--- src/rtl/rxu_pkg.sv ---
package rxu_pkg;

  typedef enum logic [2:0] {
    ST_IDLE,
    ST_START,
    ST_DATA,
    ST_PAR,
    ST_STOP
  } rx_state_t;

  typedef struct packed {
    logic perr;
    logic ferr;
  } rx_err_t;

endpackage

--- src/rtl/rxu_baud_gen.sv ---
module rxu_baud_gen #(
  parameter int TAP_COUNT     = 4,
  parameter int TAP_STEP_LOG2 = 2,
  parameter int DIV_W         = 4
) (
  input  logic                         clk,
  input  logic                         rst,
  input  logic                         base_tick,
  input  logic [$clog2(TAP_COUNT)-1:0] tap_sel,
  input  logic [DIV_W-1:0]             div_val,
  output logic                         os_tick
);

  localparam int PRE_W   = TAP_STEP_LOG2 * (TAP_COUNT - 1);
  localparam int CNT_W   = DIV_W + 1;
  localparam int DIV_MAX = 2 ** DIV_W;

  logic [PRE_W-1:0]     pre_cnt;
  logic [TAP_COUNT-1:0] tap_hit;
  logic [CNT_W-1:0]     limit;
  logic [CNT_W-1:0]     div_cnt;

  // tap g fires once per 2^(g*step) base ticks
  generate
    for (genvar g = 0; g < TAP_COUNT; g++) begin : g_tap
      if (g == 0) begin : g_base
        assign tap_hit[g] = base_tick;
      end else begin : g_div
        assign tap_hit[g] = base_tick & (&pre_cnt[g*TAP_STEP_LOG2-1:0]);
      end
    end
  endgenerate

  always_comb begin
    if (div_val == '0)
      limit = CNT_W'(DIV_MAX);
    else if (div_val == DIV_W'(1))
      limit = CNT_W'(2);
    else
      limit = {1'b0, div_val};
  end

  always_ff @(posedge clk) begin
    if (rst) begin
      pre_cnt <= '0;
      div_cnt <= '0;
      os_tick <= 1'b0;
    end else begin
      os_tick <= 1'b0;
      if (base_tick)
        pre_cnt <= pre_cnt + 1'b1;
      if (tap_hit[tap_sel]) begin
        if (div_cnt + 1'b1 >= limit) begin
          div_cnt <= '0;
          os_tick <= 1'b1;
        end else begin
          div_cnt <= div_cnt + 1'b1;
        end
      end
    end
  end

endmodule

--- src/rtl/rxu_sync.sv ---
module rxu_sync #(
  parameter int STAGES = 2
) (
  input  logic clk,
  input  logic rst,
  input  logic din,
  output logic dout
);

  logic [STAGES-1:0] chain;

  always_ff @(posedge clk) begin
    if (rst)
      chain <= '1;
    else
      chain <= {chain[STAGES-2:0], din};
  end

  assign dout = chain[STAGES-1];

endmodule

--- src/rtl/rxu_deser.sv ---
module rxu_deser
  import rxu_pkg::*;
#(
  parameter int DATA_W = 8,
  parameter int OSR    = 16
) (
  input  logic              clk,
  input  logic              rst,
  input  logic              os_tick,
  input  logic              rx,
  input  logic              parity_en,
  input  logic              parity_odd,
  output logic              done,
  output logic [DATA_W-1:0] data_o,
  output rx_err_t           err_o
);

  localparam int CNT_W  = $clog2(OSR);
  localparam int IDX_W  = $clog2(DATA_W);
  localparam logic [CNT_W-1:0] VOTE_A = CNT_W'(OSR / 2 - 1);
  localparam logic [CNT_W-1:0] VOTE_B = CNT_W'(OSR / 2);
  localparam logic [CNT_W-1:0] VOTE_C = CNT_W'(OSR / 2 + 1);
  localparam logic [CNT_W-1:0] LAST   = CNT_W'(OSR - 1);
  localparam logic [IDX_W-1:0] IDX_LAST = IDX_W'(DATA_W - 1);

  rx_state_t         state;
  logic [CNT_W-1:0]  os_cnt;
  logic [IDX_W-1:0]  bit_idx;
  logic              s_a, s_b;
  logic [DATA_W-1:0] shreg;
  logic              par_bit;
  logic              vote_hi;

  // two of three votes decide the bit
  assign vote_hi = (s_a & s_b) | (s_a & rx) | (s_b & rx);

  always_ff @(posedge clk) begin
    if (rst) begin
      state   <= ST_IDLE;
      os_cnt  <= '0;
      bit_idx <= '0;
      s_a     <= 1'b1;
      s_b     <= 1'b1;
      shreg   <= '0;
      par_bit <= 1'b0;
      done    <= 1'b0;
      data_o  <= '0;
      err_o   <= '0;
    end else begin
      done <= 1'b0;
      if (os_tick) begin
        if (state == ST_IDLE) begin
          if (!rx) begin
            state  <= ST_START;
            os_cnt <= CNT_W'(1);
          end
        end else begin
          os_cnt <= os_cnt + 1'b1;
          if (os_cnt == VOTE_A) s_a <= rx;
          if (os_cnt == VOTE_B) s_b <= rx;
          if (os_cnt == VOTE_C) begin
            case (state)
              ST_START: if (vote_hi) state <= ST_IDLE;
              ST_DATA:  shreg <= {vote_hi, shreg[DATA_W-1:1]};
              ST_PAR:   par_bit <= vote_hi;
              ST_STOP: begin
                done       <= 1'b1;
                data_o     <= shreg;
                err_o.ferr <= ~vote_hi;
                err_o.perr <= parity_en & ((^shreg) ^ par_bit ^ parity_odd);
                state      <= ST_IDLE;
              end
              default: ;
            endcase
          end
          if (os_cnt == LAST) begin
            case (state)
              ST_START: begin
                state   <= ST_DATA;
                bit_idx <= '0;
              end
              ST_DATA: begin
                if (bit_idx == IDX_LAST)
                  state <= parity_en ? ST_PAR : ST_STOP;
                else
                  bit_idx <= bit_idx + 1'b1;
              end
              ST_PAR:  state <= ST_STOP;
              default: ;
            endcase
          end
        end
      end
    end
  end

endmodule

--- src/rtl/uart_rx_dbuf.sv ---
module uart_rx_dbuf
  import rxu_pkg::*;
#(
  parameter int DATA_W        = 8,
  parameter int OSR           = 16,
  parameter int TAP_COUNT     = 4,
  parameter int TAP_STEP_LOG2 = 2,
  parameter int DIV_W         = 4,
  parameter int SYNC_STAGES   = 2
) (
  input  logic                         clk,
  input  logic                         rst,
  input  logic                         base_tick,
  input  logic [$clog2(TAP_COUNT)-1:0] tap_sel,
  input  logic [DIV_W-1:0]             div_val,
  input  logic                         parity_en,
  input  logic                         parity_odd,
  input  logic                         rxd,
  input  logic                         rd_strobe,
  input  logic                         err_ack,
  output logic                         sample_tick,
  output logic [DATA_W-1:0]            rx_data,
  output logic                         rx_full,
  output logic                         rx_irq,
  output logic                         err_overrun,
  output logic                         err_parity,
  output logic                         err_framing
);

  logic              rx_s;
  logic              fr_done;
  logic [DATA_W-1:0] fr_data;
  rx_err_t           fr_err;

  rxu_baud_gen #(
    .TAP_COUNT    (TAP_COUNT),
    .TAP_STEP_LOG2(TAP_STEP_LOG2),
    .DIV_W        (DIV_W)
  ) baud_i (
    .clk      (clk),
    .rst      (rst),
    .base_tick(base_tick),
    .tap_sel  (tap_sel),
    .div_val  (div_val),
    .os_tick  (sample_tick)
  );

  rxu_sync #(.STAGES(SYNC_STAGES)) sync_i (
    .clk (clk),
    .rst (rst),
    .din (rxd),
    .dout(rx_s)
  );

  rxu_deser #(.DATA_W(DATA_W), .OSR(OSR)) deser_i (
    .clk       (clk),
    .rst       (rst),
    .os_tick   (sample_tick),
    .rx        (rx_s),
    .parity_en (parity_en),
    .parity_odd(parity_odd),
    .done      (fr_done),
    .data_o    (fr_data),
    .err_o     (fr_err)
  );

  // holding register stage: a read in the same cycle frees it for the new frame
  always_ff @(posedge clk) begin
    if (rst) begin
      rx_data     <= '0;
      rx_full     <= 1'b0;
      rx_irq      <= 1'b0;
      err_overrun <= 1'b0;
      err_parity  <= 1'b0;
      err_framing <= 1'b0;
    end else begin
      rx_irq <= 1'b0;
      if (rd_strobe)
        rx_full <= 1'b0;
      if (err_ack) begin
        err_overrun <= 1'b0;
        err_parity  <= 1'b0;
        err_framing <= 1'b0;
      end
      if (fr_done) begin
        if (rx_full && !rd_strobe) begin
          err_overrun <= 1'b1;
        end else begin
          rx_data <= fr_data;
          rx_full <= 1'b1;
          rx_irq  <= 1'b1;
          if (fr_err.perr) err_parity  <= 1'b1;
          if (fr_err.ferr) err_framing <= 1'b1;
        end
      end
    end
  end

endmodule

--- config.mk ---
export PLATFORM = sky130hd
export DESIGN_NAME = uart_rx_dbuf
export DESIGN_NICKNAME = d
export VERILOG_FILES = /design/src/rtl/rxu_pkg.sv /design/src/rtl/rxu_baud_gen.sv /design/src/rtl/rxu_sync.sv /design/src/rtl/rxu_deser.sv /design/src/rtl/uart_rx_dbuf.sv
export SDC_FILE = /design/constraint.sdc
export NUM_CORES = 1
export LEC_CHECK = 0
export ABC_CLOCK_PERIOD_IN_PS = 5100
export BUFFER_PORTS_ARGS = -buffer_cell sky130_fd_sc_hd__buf_2
export CAP_MARGIN = 20
export CORE_MARGIN = 2
export CORE_UTILIZATION = 45
export CTS_CLUSTER_SIZE = 8
export DETAILED_ROUTE_END_ITERATION = 10
export PLACE_DENSITY = 0.66
export SLEW_MARGIN = 30
export SYNTH_ARGS = -nofsm -noshare
export SYNTH_HDL_FRONTEND = slang
export SYNTH_SLANG_ARGS = --single-unit
--- constraint.sdc ---
create_clock -name clk -period 5.1 [get_ports clk]
set_clock_uncertainty 0.2 [all_clocks]
set_input_delay 1.02 -clock clk [delete_from_list [all_inputs] [get_ports clk]]
set_output_delay 1.02 -clock clk [all_outputs]
set_load 0.02 [all_outputs]
After elaboration in Yosys (flattened, before gate mapping) --
Cells that the tools add are included.
Operators by class: multiply operators 0, divide/modulo/power cells 0, add/subtract/negate cells 4, equality and inequality tests 12, magnitude comparators 2, shift operators 0, mux-type cells 35, bitwise logic cells 18, reduce and logical (&&, ||, !) cells 20
Operators with widths (count):
- $mux 3 | 8
- $mux 1 | 18
- $reduce_and 4->1 | 4
- $eq 4x4->1 const B | 3
- $mux 4 | 3
- $pmux 3 s2 | 2
- $mux 5 | 2
- $pmux 3 s3 | 1
- $reduce_xor 8->1 | 1
- $and 1x1->1 | 7
- $not 1->1 | 7
- $add 6x1->6 const B | 1
- $eq 3x2->1 const B | 2
- $eq 3x3->1 const B | 2
- $reduce_and 2->1 | 3
- $reduce_and 3->1 | 2
- $reduce_and 6->1 | 1
- $add 5x1->5 const B | 1
- $ge 5x5->1 | 1
- $reduce_and 5->1 | 1
- $add 4x1->4 const B | 1
- $eq 4x1->1 const B | 1
- $eq 4x3->1 const B | 1
- $logic_not 4->1 | 1
- 13 further kinds | 17
Storage, ports and cells: latch bits 0, output and inout bits 14, bits in writable memories 0, flip-flop bits (word level) 59, ROM bits 0, logic and storage cells 112, input bits 14, memories kept 0

Depth between registers and ports, before layout --
Gate-level depths: netlist of run 1.
depth after elaboration 10, depth in mapped cells 8, mapped depth without buffers 8

Cells and area by module --
From an unflattened synthesis of run 1, not the netlist that was laid out.
Unflattened totals: cell total of the unflattened synthesis 304, area total of the unflattened synthesis 2745.1 um2
Modules (own cells, without submodules):
- rxu_deser | instances 1, cells each 168, area each 1522.7 um2, sequential area each 640.6 um2
- rxu_baud_gen | instances 1, cells each 77, area each 694.4 um2, sequential area each 240.2 um2
- uart_rx_dbuf | instances 1, cells each 55, area each 475.5 um2, sequential area each 260.2 um2
- rxu_sync | instances 1, cells each 4, area each 52.6 um2, sequential area each 40.0 um2

Worst setup path before layout of run 1 --
Ideal clock, no wire load.
path kind input -> register, from in div_val[1], to reg baud_i.div_cnt[2], arrival 2.625 ns, setup slack 2.200 ns, library setup time 0.074 ns, buffers on the path 0, stages on the path 6, required time 4.826 ns, cell sequence or4_1 > ha_1 > a21o_1 > a31oi_1 > nand4b_1 > a31oi_1
Between the ends: word-level cells in the longest chain between the ends 5, elaborated cells on any way between the ends 6, those cells by class 1 x order compare; 1 x eq/ne; 3 x mux; 1 x reduce/logical
RTL lines:
- start, declared | line uart_rx_dbuf.sv:15 | input logic [DIV_W-1:0] div_val,
- $eq 4x1->1 | line rxu_baud_gen.sv:37 | else if (div_val == DIV_W'(1))
- $mux 4 | line rxu_baud_gen.sv:37
- $mux 5 (*) | line rxu_baud_gen.sv:35 | if (div_val == '0)
- $ge 5x5->1 (*) | line rxu_baud_gen.sv:53 | if (div_cnt + 1'b1 >= limit) begin
- $mux 5 (*) | line rxu_baud_gen.sv:53
- end signal, assigned | line rxu_baud_gen.sv:57 | div_cnt <= div_cnt + 1'b1;
- end, declared | line rxu_baud_gen.sv:21 | logic [CNT_W-1:0] div_cnt;
Every way passes the cells marked *; elsewhere a longest branch is shown, timed or not. A chain may end at the register's enable or synchronous reset.

Final worst setup path of run 1 --
Ends and elaborated chain as after synthesis.

==> results of run 1 <==
[power by group through the flow]
stage	logic [mW]	registers, mW	clock network [mW]
after floorplan	0.0213	0.476	0
after global placement	0.0301	0.477	0
after detailed placement	0.0310	0.477	0
after CTS	0.0312	0.466	0.469
after global routing	0.0347	0.467	0.483
final	0.0309	0.467	0.454
[metrics by stage]
stage               setup slack (ns)  power [mW]  hold WS [ns]  util [%]
floorplan                      2.200      0.4974        0.1895         -
global placement               1.923      0.5068        0.1923     48.64
detailed placement             1.856      0.5077        0.1945     48.69
CTS                            2.211      0.9662        0.2095     52.28
global route                   2.048      0.9848        0.2221     52.28
finish                         2.158      0.9513        0.2077     52.28
[cell usage in the layout (no fill, tap or decap), types with 3 or more instances in the layout]
master     n
nor2b_1    4
a31oi_1    3
clkbuf_1   3
mux2i_1   20
ha_1      12
xnor2_1    9
xor2_1     5
a21oi_1   25
dfxtp_1   59
and3_1     3
nand4b_1   3
inv_1      6
nand4_1    4
clkbuf_8  10
nand2_1   29
o21ai_0    5
buf_2     26
nor2_1    38
nand2b_1   6
nand3_1   21
[synthesized netlist by cell type (all sizes together)]
master  number
maj3         1
mux2i       20
nand2       29
a211oi       2
and3         3
a21oi       25
o21ai        5
nor2        38
o21bai       1
nand3b       2
or4          2
o31a         2
a22oi        1
a41o         1
dfxtp       59
xor2         5
nand3       21
a311oi       1
o31ai        1
nand4b       3
clkbuf       9
or2          4
or3          2
nand2b       6
xnor2        9
a31oi        3
a32oi        2
inv          6
ha          12
nor2b        4
nor3         2
buf          6
nand4        4
and3b        1
o211a        1
and4b        2
xnor3        1
a21o         1
[sequential cells by signal, summed over array words and instances (netlist names), 2 cells and up]
| register | cells |
|---|---|
| sync_i.chain | 2 |
| deser_i.os_cnt | 4 |
| deser_i.state | 3 |
| deser_i.bit_idx | 3 |
| rx_data | 8 |
| deser_i.shreg | 8 |
| baud_i.div_cnt | 5 |
| deser_i.data_o | 8 |
| deser_i.err_o | 2 |
| baud_i.pre_cnt | 6 |
[how the worst max path moves through the flow]
stage | endpoint | slack, ns | cells past startpoint
after floorplan | baud_i.div_cnt[2] | 2.20 | 6
after global placement | baud_i.div_cnt[2] | 1.92 | 7
after detailed placement | baud_i.div_cnt[2] | 1.86 | 7
after CTS | baud_i.div_cnt[2] | 2.21 | 7
after global routing | baud_i.div_cnt[2] | 2.05 | 7
final | baud_i.div_cnt[2] | 2.16 | 7
[area by class of cell]
cell class / instances / area, um2 / area share [%]
clock buffers: 13 / 148.9 / 4.897
clock inverters: 2 / 60.06 / 1.975
inverters: 6 / 22.52 / 0.7407
multi-input cells: 217 / 1396 / 45.93
flip-flops and latches: 59 / 1181 / 38.85
well taps: 75 / 93.84 / 3.086
repair buffers: 27 / 137.6 / 4.527
[layer usage]
layer,global-route usage (%),vias to the layer above,wire length [um]
li1,-,1080,-
met1,20.01,979,2409
met2,26.78,21,2408
met3,4.667,9,128
met4,9.153,0,90
met5,0,-,0
[kinds of logic (layout without fill, tap and decap cells)]
logic type      Yosys count  in the layout  share of synthesized area [%]
mux                      20             20                          7.519
simple gates            123            123                          22.41
fa+ha+maj                13             13                          6.015
flops                    59             59                          44.36
compound gates           46             46                          11.04
buf+inv                  21             48                          3.195
xor+xnor                 15             15                          5.451
==> summary.txt, run 1 <==
Power
  • Sw power: 188.5 uW
  • PD cells: 312.9 nW/um2
  • Leak: 1.266 nW
  • Reg power frac: 49.0%
  • Internal Power: 762.7 uW
  • Comb pwr share: 3.2%
  • Switching part of the total: 19.82%
  • VDD IR max: 144.2 uV
  • Clock power share: 47.7%

Worst setup path
  • Reg2reg start: baud_i.div_cnt[0]
  • R2R cell count: 8
  • Cell mode on critical path: a31oi_1
  • Critical Path Max Stage Delay: 0.52 ns
  • Worst path cell trace: buf_2 -> or4_1 -> ha_1 -> a21o_1 -> a31oi_1 -> nand4b_1 -> a31oi_1
  • Worst EP arrival: 2.99 ns
  • Crit Path Max Fanout: 7
  • Critical path launch point type: input port
  • Worst Setup SP: div_val[1]
  • Worst EP required: 5.15 ns
  • Worst Setup Path Type: input port to flip-flop
  • CP endpoint kind: flip-flop
  • Endpoint of the worst register-to-register path: baud_i.div_cnt[2]
  • Critical path's top delay family: compound AO/OA/AOI/OAI gates
  • R2R Setup Slk: 2.50 ns
  • Number of buffers and inverters on the critical path: 1
  • Crit-path slowest cell: or4_1

Drt
  • DRC: 0
  • Via count: 2089
  • Initial drt markers: 96
  • Via/cell ratio: 5.236
  • Final ANT Viol Nets: 0
  • Pre-antenna DRT Iters: 4
  • WL/cell: 12.62 um
  • WL final: 5036 um

Place
  • Post-detail-place hpwl: 3361 um
  • RePlAce Congestion: 0.7620
  • Dpl cells: 384
  • Placed cell areas: 2831 um2
  • # port buffers: 27

Logic synthesis
  • Top post-synthesis cells by area: dfxtp_1, mux2i_1, ha_1
  • Synthesized cell area: 2663 um2
  • Seq/Total Area, Yosys: 44.36%
  • Cell taking the most area after synthesis: dfxtp_1
  • Synth top area share: 44.36%
  • Post-Synthesis Cells: 297
  • FF+latch count, synth: 59
  • Synth Area per Inst: 8.965 um2
  • Syn Nets: 323
  • Cell variety after synth: 41
  • Syn. warnings: 0

Timing
  • Final Slew Violations: 0
  • RSZ-0062 raised after global routing: false
  • Final Critical Period: 2.942 ns
  • Final period utilization: 57.68%
  • F_max: 339.9 MHz
  • Measured slew at the worst slew-check pin: 0.7795 ns
  • Slew Limit Headroom: 47.88%
  • Count of final hold-check violations: 0
  • Setup violators final: 0
  • TNS Setup: 0 ns

Clock network
  • Skew-Pair Late Insertion Delay: 0.33 ns
  • Clock sinks: 59
  • Clock-pin slew on the worst setup and hold paths: 0.06 ns
  • H-Tree Depth: 3
  • CTS root buf: clkbuf_8
  • CTS tree: yes
  • # resized after CTS: 0
  • Cts hold-fix bufs: 0
  • Bufs on Longest Clock Path: 2
  • Setup Buffers After CTS: 0
  • TritonCTS buffer count: 9

Floorplanning
  • Core Rows: 28
  • Starting Density: 45.78%
  • Boundary Pins: 28
  • Die height: 80.92 um
  • Die Wd: 80.92 um
  • Die footprint: 6548 um2
  • Core box area: 5816 um2

Job
  • Max Cap Violations: 0

Worst hold path
  • Hold Path End: sync_i.chain[1]
  • Worst Hold Depth: 1
  • Hold Startpoint: sync_i.chain[0]
  • Worst Hold Class: flip-flop to flip-flop

Global route
  • GRT Overall Usage: 16.63%
  • Total grt overflow: 0
  • First-pass GRT wire length: 8328 um
  • Vias in the first global route: 1863
  • Largest net degree at the start of global routing: 60
  • Initial antenna violation count: 0

Final layout
  • Share of layout cells above drive strength 1: 13.58%
  • Layout Cells excl Fill: 399
  • Layout Nets: 346
  • Final instance area: 3040 um2
  • Antenna cells: 0
  • Layout fillers: 592
  • Area grow syn2layout: 14.19%

Run status
  • Status: finished, final reports clean
Power figures use the tool's default switching activity.
==> inputs of run 2 (changes only) <==
ABC_CLOCK_PERIOD_IN_PS = 2600   (was 5100)
PLACE_DENSITY = 0.68   (was 0.66)
clock period = 2.6 ns   (was 5.1 ns; I/O delays follow)
==> run 2 against run 1 <==
Compared with the run above: non-clock buffer count is 5 higher; register-to-register slack got worse by 2.2 ns; count of clock-buffer cells in the layout fell by 3; design area is 0.16% lower; sequential power increased by 96%; total power rose by 77%; die area did not move; hold slack worse by 0.042 ns.
==> summary.txt, run 2 (same netlist as run 1, synthesis figures left out) <==
Run status
  • Status: finished, final reports clean

Clock network
  • Setup Buffers After CTS: 0
  • Clock sinks: 59
  • Clock-pin slew on the worst setup and hold paths: 0.07 ns
  • Bufs on Longest Clock Path: 2
  • Skew-Pair Late Insertion Delay: 0.34 ns
  • TritonCTS buffer count: 9
  • Cts hold-fix bufs: 0
  • H-Tree Depth: 3
  • CTS root buf: clkbuf_8
  • CTS tree: yes
  • # resized after CTS: 0

Power
  • Reg power frac: 54.3%
  • Switching part of the total: 24.05%
  • Clock power share: 42.0%
  • Total chip power: 1.685 mW
  • Leak: 1.263 nW
  • Sw power: 405.3 uW
  • Comb pwr share: 3.7%
  • Internal Power: 1.280 mW
  • PD cells: 555.2 nW/um2
  • VDD IR max: 245.6 uV

Drt
  • DRC: 0
  • Via count: 2096
  • Pre-antenna DRT Iters: 4
  • WL final: 4960 um
  • Via/cell ratio: 5.175
  • WL/cell: 12.25 um
  • Final ANT Viol Nets: 0
  • Initial drt markers: 60

Worst setup path
  • Reg2reg start: baud_i.div_cnt[0]
  • Critical path launch point type: flip-flop
  • R2R cell count: 9
  • Worst path cell trace: ha_1 -> nand3_1 -> xnor2_1 -> ha_1 -> a21o_1 -> a31oi_1 -> buf_4 -> nand4b_1 -> a31oi_1
  • R2R Setup Slk: 0.32 ns
  • Worst Setup Path Type: flip-flop to flip-flop
  • Critical Path Max Stage Delay: 0.39 ns
  • Crit Path Max Fanout: 7
  • Crit-path slowest cell: dfxtp_1
  • CP endpoint kind: flip-flop
  • Worst EP arrival: 2.33 ns
  • Worst EP required: 2.66 ns
  • Endpoint of the worst register-to-register path: baud_i.div_cnt[2]

Place
  • # port buffers: 27
  • Placed cell areas: 2867 um2
  • Post-detail-place hpwl: 3421 um
  • Post-Place Setup Slack: 0.1065 ns
  • Dpl cells: 389
  • RePlAce Congestion: 0.7677

Timing
  • Count of final hold-check violations: 0
  • RSZ-0062 raised after global routing: false
  • TNS Setup: 0 ns
  • Final worst slack: 0.3223 ns
  • Final Critical Period: 2.278 ns
  • Slew Limit Headroom: 59.54%
  • Measured slew at the worst slew-check pin: 0.6069 ns
  • F_max: 439.0 MHz
  • Final Slew Violations: 0
  • Final period utilization: 87.60%
  • Setup violators final: 0

Final layout
  • Area of the multi-input gates: 1396 um2
  • Final instance area: 3035 um2
  • Layout Nets: 351
  • Layout fillers: 568
  • Antenna cells: 0
  • Most frequent cells in the layout: dfxtp_1, nor2_1, nand2_1
  • Area grow syn2layout: 14.00%
  • Biggest regs: deser_i.data_o (8), deser_i.shreg (8), rx_data (8)
  • Commonest non-fill, non-tap cell in the layout: dfxtp_1
  • Layout Cells excl Fill: 405
  • Share of layout cells above drive strength 1: 15.76%
  • Storage cell area: 1181 um2

Floorplanning
  • Boundary Pins: 28
  • Die footprint: 6548 um2
  • Core box area: 5816 um2
  • Starting Density: 45.78%
  • Core Rows: 28
  • Die Wd: 80.92 um
  • Die height: 80.92 um

Global route
  • First-pass GRT wire length: 8335 um
  • Initial antenna violation count: 0
  • Vias in the first global route: 1925
  • GRT Overall Usage: 16.56%
  • Largest net degree at the start of global routing: 60
  • Total grt overflow: 0

Worst hold path
  • Hold Path End: sync_i.chain[0]
  • Worst Hold Class: input port to flip-flop
  • Worst Hold Depth: 2
  • Hold Startpoint: rxd

Job
  • Max Cap Violations: 0
[run 2: area by class of cell]
type | count | share of cell area [%]
repair buffers | 32 | 5.688
multi-input cells | 217 | 46.00
well taps | 75 | 3.092
inverters | 6 | 0.7420
clock buffers | 10 | 4.204
clock inverters | 6 | 1.360
flip-flops and latches | 59 | 38.91
[run 2: power groups by stage]
stage | registers, mW | logic (mW) | clock network (mW)
after floorplan | 0.934 | 0.0418 | 0
after global placement | 0.935 | 0.0615 | 0
after detailed placement | 0.935 | 0.0626 | 0
after CTS | 0.914 | 0.0627 | 0.732
after global routing | 0.915 | 0.0720 | 0.769
final | 0.914 | 0.0627 | 0.708
[run 2: worst max-delay path by stage]
| stage | startpoint | endpoint | slack [ns] | cells after the start |
|---|---|---|---|---|
| 2_1_floorplan | div_val[1] | baud_i.div_cnt[2] | 0.20 | 6 |
| 3_3_place_gp | div_val[1] | baud_i.div_cnt[2] | 0.15 | 8 |
| 3_5_place_dp | div_val[1] | baud_i.div_cnt[2] | 0.11 | 8 |
| 4_1_cts | baud_i.div_cnt[0] | baud_i.div_cnt[2] | 0.29 | 9 |
| 5_1_grt | baud_i.div_cnt[0] | baud_i.div_cnt[2] | 0.14 | 9 |
| 6_report | baud_i.div_cnt[0] | baud_i.div_cnt[2] | 0.32 | 9 |
[run 2: critical path, delay by kind of cell, from the launching register on]
family | cells | cell delay [ns]
AOI/OAI and AO/OA | 3 | 0.49
xor gates and xnor gates | 1 | 0.23
adders and majority gates | 2 | 0.52
buffers and inverters | 1 | 0.17
DFF | 1 | 0.39
and+or+nand+nor | 2 | 0.21
[run 2: per-stage QoR]
step	util (%)	hold slack, ns
3_3_place_gp	49.29	0.1976
2_1_floorplan	-	0.1895
6_report	52.19	0.1652
5_1_grt	52.19	0.1608
4_1_cts	52.19	0.1502
3_5_place_dp	49.29	0.2032
[run 2: metal layers]
metal	track usage, %	routed length (um)
met5	0	0
met4	8.136	96
met3	6.000	146
met2	26.61	2330
met1	19.54	2386
==> inputs of run 3 (changes only) <==
ABC_AREA = 1   (was unset)
HOLD_SLACK_MARGIN = 0.12   (was unset)
==> run 3 against run 2 <==
Compared with the run above: die area is 6.3% higher; register-to-register slack better by 0.02 ns; hold slack better by 0.0020 ns; combinational power is 17% higher; highest routed layer unchanged; critical endpoint is now baud_i.div_cnt[0]; design area is 7.8% higher; total power is 15% higher; count of clock-buffer cells in the layout is 2 higher; utilization is 2.1 points higher.
==> summary.txt, run 3 <==
Run status
  • Status: finished, final reports clean

Timing
  • RSZ-0062 raised after global routing: false
  • Count of final hold-check violations: 0
  • Slew Limit Headroom: 60.72%
  • Final Critical Period: 2.257 ns
  • F_max: 443.0 MHz
  • Final period utilization: 86.82%
  • Setup violators final: 0
  • Final Slew Violations: 0
  • TNS Setup: 0 ns
  • Measured slew at the worst slew-check pin: 0.5873 ns

Logic synthesis
  • Synth Area per Inst: 7.279 um2
  • Synthesized cell area: 2839 um2
  • Post-Synthesis Cells: 390
  • Commonest cells post-synth: dfxtp_1, nor2_1, nand2_1
  • FF+latch count, synth: 59
  • Cell variety after synth: 36
  • Post-synth top flop: dfxtp_1
  • Synth top area share: 41.60%
  • Async S/R FF share, synth: 0%
  • Seq/Total Area, Yosys: 41.60%
  • Syn. warnings: 0
  • Top post-synthesis cells by area: dfxtp_1, nor2_1, nand2_1
  • Syn Nets: 416
  • Cell taking the most area after synthesis: dfxtp_1
  • Post-synth EDFFs: 0

Drt
  • Wl on met1: 2772 um
  • WL/cell: 10.64 um
  • Via count: 2397
  • Via/cell ratio: 4.765
  • Uppermost layer routed: met4
  • Met2 WL: 2318 um
  • Pre-antenna DRT Iters: 4
  • WL final: 5350 um
  • DRC: 0
  • Initial drt markers: 83
  • Final ANT Viol Nets: 0
  • WL met3: 222 um

Final layout
  • Storage cell area: 1181 um2
  • Biggest regs: deser_i.data_o (8), deser_i.shreg (8), rx_data (8)
  • Area of the multi-input gates: 1379 um2
  • Layout fillers: 569
  • Most frequent cells in the layout: nor2_1, dfxtp_1, nand2_1
  • Share of layout cells above drive strength 1: 15.65%
  • Layout Nets: 449
  • Area grow syn2layout: 15.29%
  • Final instance area: 3273 um2
  • Final core occ: 54.32%
  • Antenna cells: 0

Global route
  • First-pass GRT wire length: 9459 um
  • Initial antenna violation count: 0
  • GRT Overall Usage: 16.28%
  • Vias in the first global route: 2233
  • Total grt overflow: 0
  • Largest net degree at the start of global routing: 19

Place
  • # port buffers: 27
  • RePlAce Congestion: 0.7817
  • Post-detail-place hpwl: 3821 um
  • Placed cell areas: 3045 um2

Floorplanning
  • Boundary Pins: 28
  • Starting Density: 47.11%
  • Die Wd: 83.43 um
  • Die height: 83.43 um
  • Core box area: 6026 um2
  • Die footprint: 6961 um2
  • Core Rows: 28

Worst setup path
  • Worst EP arrival: 2.32 ns
  • Critical Path Max Stage Delay: 0.41 ns
  • Critical path launch point type: flip-flop
  • Reg2reg start: baud_i.div_cnt[0]
  • Crit path to: baud_i.div_cnt[0]
  • Worst path cell trace: ha_1 -> nand3_1 -> xor2_1 -> ha_1 -> nand2_1 -> inv_1 -> o21ai_0 -> nand4_1 -> nor2_1 -> nand2_1 -> a21oi_1
  • Crit-path slowest cell: dfxtp_1
  • R2R cell count: 11
  • Crit Path Max Fanout: 6
  • CP endpoint kind: flip-flop
  • Worst EP required: 2.66 ns
  • R2R Setup Slk: 0.34 ns
  • Endpoint of the worst register-to-register path: baud_i.div_cnt[0]
  • Worst Setup Path Type: flip-flop to flip-flop
  • Worst Setup SP: baud_i.div_cnt[0]

Clock network
  • Cts hold-fix bufs: 0
  • CTS tree: yes
  • Clock-pin slew on the worst setup and hold paths: 0.07 ns
  • TritonCTS buffer count: 9
  • Setup Buffers After CTS: 0
  • Clock sinks: 59
  • H-Tree Depth: 3
  • CTS root buf: clkbuf_8
  • Bufs on Longest Clock Path: 2
  • # resized after CTS: 0
  • Skew-Pair Late Insertion Delay: 0.33 ns

Power
  • VDD IR max: 455.4 uV
  • PD cells: 589.7 nW/um2
  • Leak: 1.531 nW

Job
  • Max Cap Violations: 0

Worst hold path
  • Worst Hold Class: input port to flip-flop
-- run 3: how the worst min path moves through the flow --
stage	end	slack [ns]	cells past startpoint	start
2_1_floorplan	sync_i.chain[1]	0.19	1	sync_i.chain[0]
3_3_place_gp	sync_i.chain[1]	0.20	1	sync_i.chain[0]
3_5_place_dp	sync_i.chain[1]	0.20	1	sync_i.chain[0]
4_1_cts	sync_i.chain[0]	0.15	2	rxd
5_1_grt	sync_i.chain[0]	0.18	2	rxd
6_report	sync_i.chain[0]	0.17	2	rxd
-- run 3: power by group --
group	total (mW)	internal (mW)	switching, mW
Sequential	0.914	0.910	0.00486
Clock	0.942	0.591	0.352
Combinational	0.0731	0.0278	0.0453
Total	1.93	1.53	0.402
-- run 3: per-stage QoR --
stage | hold WS, ns | total power [mW] | worst slack (ns) | cells
floorplan | 0.1895 | 0.9808 | 0.5898 | 390
global placement | 0.1953 | 1.007 | 0.4121 | 487
detailed placement | 0.1958 | 1.008 | 0.3572 | 487
CTS | 0.1528 | 1.958 | 0.3564 | 503
global route | 0.1795 | 2.004 | 0.08618 | 503
finish | 0.1672 | 1.930 | 0.3427 | 503
-- run 3: layout make-up --
type,count,share of cell area (%)
well taps,75,2.867
multi-input cells,261,42.13
inverters,62,7.148
repair buffers,30,4.817
flip-flops and latches,59,36.09
clock buffers,12,4.740
clock inverters,4,2.217
-- run 3: metal layers --
layer  global-route usage [%]  vias to the layer above
li1                         -                     1324
met1                    22.14                     1024
met2                    24.93                       45
met3                    3.181                        4
met4                    7.478                        0
met5                        0                        -
-- run 3: cells by family (layout without fill, tap and decap cells) --
group,Yosys count,count (layout),synth area share [%]
and+or+nand+nor,153,153,23.80
AOI/OAI and AO/OA,91,91,17.94
buffers and inverters,70,108,9.828
adders and majority gates,12,12,5.289
DFF,59,59,41.60
xor gates and xnor gates,5,5,1.542
-- run 3: critical path: cells and delay by family (launching register included) --
kind / cells / cell delay [ns]
flops: 1 / 0.41
simple gates: 5 / 0.66
compound gates: 2 / 0.18
xor+xnor: 1 / 0.17
buf+inv: 1 / 0.05
fa+ha+maj: 2 / 0.54
